<file path="config.mk">
export PLATFORM = sky130hd
export DESIGN_NAME = chanMatchIrq
export DESIGN_NICKNAME = d
export VERILOG_FILES = /design/src/rtl/chanMatchPkg.sv /design/src/rtl/matchControl.sv /design/src/rtl/matchDatapath.sv /design/src/rtl/chanMatchIrq.sv
export SDC_FILE = /design/constraint.sdc
export NUM_CORES = 1
export LEC_CHECK = 0
export BUFFER_PORTS_ARGS = -buffer_cell sky130_fd_sc_hd__buf_2
export CORE_ASPECT_RATIO = 1.75
export CORE_MARGIN = 2
export CORE_UTILIZATION = 30
export DETAILED_ROUTE_END_ITERATION = 16
export HOLD_SLACK_MARGIN = 0.06
export SYNTH_ARGS = -nofsm -noshare
export SYNTH_HDL_FRONTEND = slang
export SYNTH_SLANG_ARGS = --single-unit
export TNS_END_PERCENT = 20
</file>
<file path="constraint.sdc">
create_clock -name clk -period 2.75 [get_ports clk]
set_input_delay 0.1375 -clock clk [delete_from_list [all_inputs] [get_ports clk]]
set_output_delay 0.1375 -clock clk [all_outputs]
set_load 0.03 [all_outputs]
</file>
<file path="src/rtl/chanMatchPkg.sv">
package chanMatchPkg;
  localparam int NSRC = 2;

  typedef struct packed {
    logic [NSRC-1:0] capture;
    logic            grantId;
  } ctrlStb_t;
endpackage

</file>
<file path="src/rtl/matchControl.sv">
module matchControl
  import chanMatchPkg::*;
#(
  parameter int CHAN_W = 5
) (
  input  logic                        clk,
  input  logic                        rstN,
  input  logic                        byteValid,
  input  logic [CHAN_W-1:0]           byteChan,
  input  logic [NSRC-1:0][CHAN_W-1:0] chanSel,
  input  logic [NSRC-1:0]             srcEnable,
  input  logic [NSRC-1:0]             matchHit,
  input  logic                        intAck,
  output ctrlStb_t                    stb,
  output logic [NSRC-1:0]             pending,
  output logic                        irqOut
);
  logic [NSRC-1:0] capNow;
  logic [NSRC-1:0] cmpDue;
  logic [NSRC-1:0] setVec;
  logic [NSRC-1:0] clrVec;
  logic [NSRC-1:0] reqVec;
  logic            grantId;

  assign reqVec  = pending & srcEnable;
  assign irqOut  = |reqVec;
  assign grantId = ~reqVec[0];

  genvar i;
  generate
    for (i = 0; i < NSRC; i++) begin : gSrc
      assign capNow[i] = byteValid && (byteChan == chanSel[i]);
      assign setVec[i] = cmpDue[i] && matchHit[i] && srcEnable[i];
      assign clrVec[i] = intAck && irqOut && (grantId == 1'(i));

      always_ff @(posedge clk or negedge rstN) begin
        if (!rstN) begin
          cmpDue[i]  <= 1'b0;
          pending[i] <= 1'b0;
        end else begin
          cmpDue[i] <= capNow[i];
          if (setVec[i])      pending[i] <= 1'b1;
          else if (clrVec[i]) pending[i] <= 1'b0;
        end
      end

      // a flag only rises if its source was enabled at that edge
      a_r4_enable_gate: assert property (@(posedge clk) disable iff (!rstN)
        $rose(pending[i]) |-> $past(srcEnable[i]));

      // a flag only rises after the datapath reported a match
      a_r3_set_on_match: assert property (@(posedge clk) disable iff (!rstN)
        $rose(pending[i]) |-> $past(matchHit[i]));
    end
  endgenerate

  // serving source 0 never clears source 1
  a_r7_other_kept: assert property (@(posedge clk) disable iff (!rstN)
    (intAck && pending[0] && srcEnable[0]) |=> !$fell(pending[1]));

  always_comb begin
    stb         = '0;
    stb.capture = capNow;
    stb.grantId = grantId;
  end
endmodule

</file>
<file path="src/rtl/matchDatapath.sv">
module matchDatapath
  import chanMatchPkg::*;
#(
  parameter int DATA_W = 8
) (
  input  logic                        clk,
  input  logic                        rstN,
  input  logic [DATA_W-1:0]           byteData,
  input  logic [NSRC-1:0][DATA_W-1:0] matchByte,
  input  logic [DATA_W-1:0]           vectorBase,
  input  ctrlStb_t                    stb,
  output logic [NSRC-1:0][DATA_W-1:0] image,
  output logic [NSRC-1:0]             matchHit,
  output logic [DATA_W-1:0]           vectorOut
);
  localparam logic [DATA_W-1:0] LSB_MASK = DATA_W'(1);

  genvar i;
  generate
    for (i = 0; i < NSRC; i++) begin : gImg
      always_ff @(posedge clk or negedge rstN) begin
        if (!rstN)              image[i] <= '0;
        else if (stb.capture[i]) image[i] <= byteData;
      end

      assign matchHit[i] = (image[i] == matchByte[i]);

      // a capture stores the presented byte
      a_r1_capture: assert property (@(posedge clk) disable iff (!rstN)
        $past(stb.capture[i]) |-> (image[i] == $past(byteData)));

      // without a capture the image holds
      a_r1_hold: assert property (@(posedge clk) disable iff (!rstN)
        !$past(stb.capture[i]) |-> $stable(image[i]));
    end
  endgenerate

  assign vectorOut = (vectorBase & ~LSB_MASK) | DATA_W'(stb.grantId);
endmodule

</file>
<file path="src/rtl/chanMatchIrq.sv">
module chanMatchIrq
  import chanMatchPkg::*;
#(
  parameter int CHAN_W = 5,
  parameter int DATA_W = 8
) (
  input  logic              clk,
  input  logic              rstN,
  input  logic              byteValid,
  input  logic [CHAN_W-1:0] byteChan,
  input  logic [DATA_W-1:0] byteData,
  input  logic [1:0]        srcEnable,
  input  logic [CHAN_W-1:0] chanSel0,
  input  logic [CHAN_W-1:0] chanSel1,
  input  logic [DATA_W-1:0] matchByte0,
  input  logic [DATA_W-1:0] matchByte1,
  input  logic [DATA_W-1:0] vectorBase,
  input  logic              intAck,
  output logic              irqOut,
  output logic [DATA_W-1:0] vectorOut,
  output logic [1:0]        pendingOut,
  output logic [DATA_W-1:0] image0,
  output logic [DATA_W-1:0] image1
);
  ctrlStb_t                    stb;
  logic [NSRC-1:0][CHAN_W-1:0] chanSelArr;
  logic [NSRC-1:0][DATA_W-1:0] matchArr;
  logic [NSRC-1:0][DATA_W-1:0] imageArr;
  logic [NSRC-1:0]             matchHit;

  assign chanSelArr = {chanSel1, chanSel0};
  assign matchArr   = {matchByte1, matchByte0};
  assign image0     = imageArr[0];
  assign image1     = imageArr[1];

  matchControl #(.CHAN_W(CHAN_W)) uCtrl (
    .clk(clk), .rstN(rstN), .byteValid(byteValid), .byteChan(byteChan),
    .chanSel(chanSelArr), .srcEnable(srcEnable), .matchHit(matchHit),
    .intAck(intAck), .stb(stb), .pending(pendingOut), .irqOut(irqOut)
  );

  matchDatapath #(.DATA_W(DATA_W)) uData (
    .clk(clk), .rstN(rstN), .byteData(byteData), .matchByte(matchArr),
    .vectorBase(vectorBase), .stb(stb), .image(imageArr),
    .matchHit(matchHit), .vectorOut(vectorOut)
  );

  // source 0 wins the vector whenever it requests
  a_r6_priority: assert property (@(posedge clk) disable iff (!rstN)
    (pendingOut[0] && srcEnable[0]) |-> (vectorOut[0] == 1'b0));

  // upper vector bits come from the base
  a_r6_base: assert property (@(posedge clk) disable iff (!rstN)
    vectorOut[DATA_W-1:1] == vectorBase[DATA_W-1:1]);
endmodule

</file>
== After elaboration in Yosys (flattened, before gate mapping) ==
Cells that the tools add are included.
Cells by class
  multiplexer cells: 4
  reduce and logical (&&, ||, !) cells: 12
  equal/unequal tests: 4
  bitwise operators: 3
Operators by type and width (number)
  8-bit == test: 2
  5-bit == test: 2
  1-bit logical AND: 9
  8-bit by 1-bit OR with 8-bit output: 1
  1-bit 2-to-1 mux: 4
  2-bit nonzero test: 2
  2-bit bitwise AND: 1
  2-bit OR reduction: 1
  1-bit inverter: 1
Storage, ports and cells
  register bits after elaboration: 20
  input bits: 53
  output and inout bits: 27
  word-level logic and storage cells: 29

== Longest topological paths before layout ==
  depth after elaboration: 6
  depth in mapped cells: 5
  depth with buffers taken out: 4

== Cells and area by module ==
A second synthesis with hierarchy kept.
Second synthesis, totals
  cells, all modules: 90
  area total of the unflattened synthesis: 1156.1 um^2
Modules (own cells, without submodules)
  matchDatapath: area each 895.9 um^2, instances 1, seq. area each 400.4 um^2, cells each 64
  matchControl: area each 260.2 um^2, instances 1, seq. area each 100.1 um^2, cells each 26

== Least setup slack after synthesis ==
No wires, ideal clock.
  path type: input -> register
  from: input byteChan[3]
  to: register uData.image[0] (netlist name)
  arrival: 1.134 ns
  library setup time: 0.125 ns
  path buffers: 1
  required time: 2.625 ns
  stages on the path: 5
  path slack: 1.491 ns
  cells stage by stage: xor2_1 > nor4_1 > and3_1 > buf_6 > mux2_2
RTL lines
  from (decl): line chanMatchIrq.sv:10  | input logic [CHAN_W-1:0] byteChan,
  to (signal, indexed assignment): line matchDatapath.sv:23  | else if (stb.capture[i]) image[i] <= byteData;
  to (decl): line matchDatapath.sv:12  | output logic [NSRC-1:0][DATA_W-1:0] image,

== Worst setup path after layout ==
  from: register uData.image[6] (netlist name)
  to: register uCtrl.pending[0]
On the way
  longest elaborated chain between the ends: 4
  elaborated cells between the ends (all ways): 5
  classes of those cells: eq/ne (1); mux (1); reduce/logical (3)
RTL lines
  8-bit == test (*): line matchDatapath.sv:26  | assign matchHit[i] = (image[i] == matchByte[i]);
  1-bit logical AND (*) (2 in series): line matchControl.sv:33  | assign setVec[i] = cmpDue[i] && matchHit[i] && srcEnable[i];
  1-bit 2-to-1 mux or 2-bit nonzero test (tied branches)
  to (signal, indexed assignment): line matchControl.sv:39  | pending[i] <= 1'b0;
  to (signal, indexed assignment): line matchControl.sv:42  | if (setVec[i]) pending[i] <= 1'b1;
  to (signal, indexed assignment): line matchControl.sv:43  | else if (clrVec[i]) pending[i] <= 1'b0;
  to (decl): line matchControl.sv:15  | output logic [NSRC-1:0] pending,
Mark *: on every way between the ends. The rest lies on a longest branch, timed or not.
A chain may end at the register's enable or synchronous reset.

==> out/qor.txt <==
Cell types with the largest area share after synthesis = sky130_fd_sc_hd__dfrtp_1, sky130_fd_sc_hd__mux2_2, sky130_fd_sc_hd__xor2_1
Final-layout fill cell count = 386
Via Count = 887
Final setup vio count = 0
Htree depth = 1
Top cell type's share of synthesized area = 45.98%
Total congestion overflow = 0
Core region area = 0.003556 mm²
Sequential cell area in the final layout = 500.5 µm²
Antenna diode instance count = 0
Count of unresolved DRC violations after routing = 0
Y dimension of the die = 83.69 µm
Sequential cell area fraction in the yosys report = 45.98%
WL final = 2.488 mm
Via count of the first global-routing pass = 990
Top library cells by usage in the layout, fill and taps aside = sky130_fd_sc_hd__buf_2, sky130_fd_sc_hd__dfrtp_1, sky130_fd_sc_hd__xor2_1, sky130_fd_sc_hd__mux2_2, sky130_fd_sc_hd__xnor2_1
Worst slew margin relative to its limit = 65.02%
Maximum clock path buffer count = 2
Data arrival, critical path = 1.63 ns
Class of the most critical setup path = reg2reg
Startpoint class of the critical path = register
Worst Clk Skew = 0.003348 ns
Clock latency reported for the late side of the worst-skew pair = 0.25 ns
Iteration count of the initial detailed-routing pass = 2
Ports = 80
Required time of the critical path = 2.92 ns
Final critical-path share of the clock period = 52.88%
Number of violations reported at the end of detailed-routing iteration 0 = 9
Highest achievable clock rate = 687.7 MHz
Total negative slack for setup checks = 0 ns
RSZ-0062 raised after global routing = no
Via-per-instance ratio = 4.526
Syn Std Cell Area = 0.001089 mm²
Seq cells post-synth = 20
Initial core utilization = 30.61%
Areal power density over the cells = 771.3 mW/mm²
DRT antenna net count = 0
Largest vdd supply drop = 0.2918 mV
Number of port buffers = 64
CTS Buf Count = 3
Slew at the pin with the worst max-slew slack = 0.5200 ns
Worst Hold Class = in2reg
Fraction of layout instances using a drive strength above 1 = 56.00%
Gr usage total = 13.16%
Syn_area_per_cell = 11.96 µm²
Max-capacitance violation count = 0
Final net count = 204
Number of clock sinks seen by CTS = 20
Synth warn = 0
Most common cell after layout, fill and taps aside = sky130_fd_sc_hd__buf_2
Static Leakage = 0.7528 nW
Maximum net fanout on the critical path = 3
Detailed placer's ending HPWL = 2.097 mm
Max Transition Viols Final = 0
Placement row count = 29
Cell taking the most area after synthesis = sky130_fd_sc_hd__dfrtp_1
Count of instances resized after the clock tree is built = 0
Crit. End Element = register
Final count of hold timing violations = 0
Multi-input logic area = 505.5 µm²
Die footprint = 0.004145 mm²
Global-route wire length before repair = 4.236 mm
Clock-pin slew reported for the worst setup and hold paths after clock tree synthesis = 0.07 ns
TritonCTS clock tree = yes
Gpl congestion = 0.6948
Post-route worst hold slack = 0.1262 ns
Syn Nets = 144
Width of the die = 49.54 µm
Clock Tree Root = sky130_fd_sc_hd__clkbuf_8
Clock period minus worst slack = 1.454 ns
Netlist cell types = 12
Post-CTS Setup Repair Bufs = 0
Mean routed wirelength per cell = 12.69 µm
Result of the run = finished, final reports clean
Cells after synthesis = 91
Synthesis-to-finish area growth = 33.10%
Maximum number of pins on one net before global-route repair = 21
Initial antenna violation count = 0
## per-layer routing
metal | up-vias | wire (µm) | global-route usage, %
li1 | 420 | - | -
met1 | 412 | 842 | 13.81
met2 | 49 | 1349 | 23.64
met3 | 6 | 216 | 1.792
met4 | 0 | 80 | 8.333
met5 | - | 0 | 0
## layout make-up
| type | instances | share of cell area, % |
|---|---|---|
| clock buffers | 4 | 3.800 |
| multi-input cells | 61 | 34.89 |
| flip-flops and latches | 20 | 34.54 |
| well taps | 46 | 3.972 |
| repair buffers | 65 | 22.80 |
## state kept, by name, indices dropped and copies added (netlist names)
register and count:
uData.image 16, uCtrl.pending 2, uCtrl.cmpDue 2
## repair_timing
item	4_1_cts	5_1_grt
hold buffers	1	0
setup endpoints to repair	0	0
endpoints found under the hold margin	20	0
## power breakdown
group / switching, mW / leakage [nW] / internal, mW
Clock: 0.0891 / 0.0288 / 0.127
Sequential: 0.0702 / 0.260 / 0.374
Combinational: 0.269 / 0.464 / 0.188
## per-stage QoR
step	setup WS, ns	std cells	utilization, %	power, mW	cell area, µm²
after floorplan	1.491	91	-	0.7700	1089
after global placement	1.074	191	38.92	0.9025	1384
after detailed placement	1.037	191	38.92	0.9138	1384
after CTS	1.312	196	40.75	1.132	1449
after global routing	1.162	196	40.75	1.184	1449
final	1.296	196	40.75	1.117	1449
## Yosys cell counts
cell type / instances
sky130_fd_sc_hd__nand4_1: 2
sky130_fd_sc_hd__buf_4: 8
sky130_fd_sc_hd__and3_1: 2
sky130_fd_sc_hd__nand2_1: 6
sky130_fd_sc_hd__buf_6: 2
sky130_fd_sc_hd__dfrtp_1: 20
sky130_fd_sc_hd__nand3_1: 3
sky130_fd_sc_hd__o21ai_0: 2
sky130_fd_sc_hd__mux2_2: 16
sky130_fd_sc_hd__xnor2_1: 10
sky130_fd_sc_hd__nor4_1: 4
sky130_fd_sc_hd__xor2_1: 16
## path summary, 6_finish.rpt
path,depth (start not counted),end,slack (ns),startpoint
min reg2reg,2,uCtrl.pending[0],0.52,uCtrl.pending[0]
max in group asynchronous,2,uData.image[1],2.08,rstN
max,4,uCtrl.pending[0],1.30,uData.image[6]
min,2,uData.image[10],0.13,byteData[2]
min in group asynchronous,2,uData.image[10],0.37,rstN
max reg2reg,4,uCtrl.pending[0],1.30,uData.image[6]
## kinds of logic after synthesis
kind of cell	Yosys count	synth area share [%]
xor+xnor	26	20.92
flops	20	45.98
compound gates	2	0.9196
simple gates	17	8.045
mux	16	16.55
buf+inv	10	7.586
## critical path: stages (launching register included)
cell and delay, ns:
sky130_fd_sc_hd__dfrtp_1 0.40, sky130_fd_sc_hd__xor2_1 0.15, sky130_fd_sc_hd__nor4_1 0.50, sky130_fd_sc_hd__nand4_1 0.16, sky130_fd_sc_hd__o21ai_0 0.16
(Power assumes the default switching activity.)
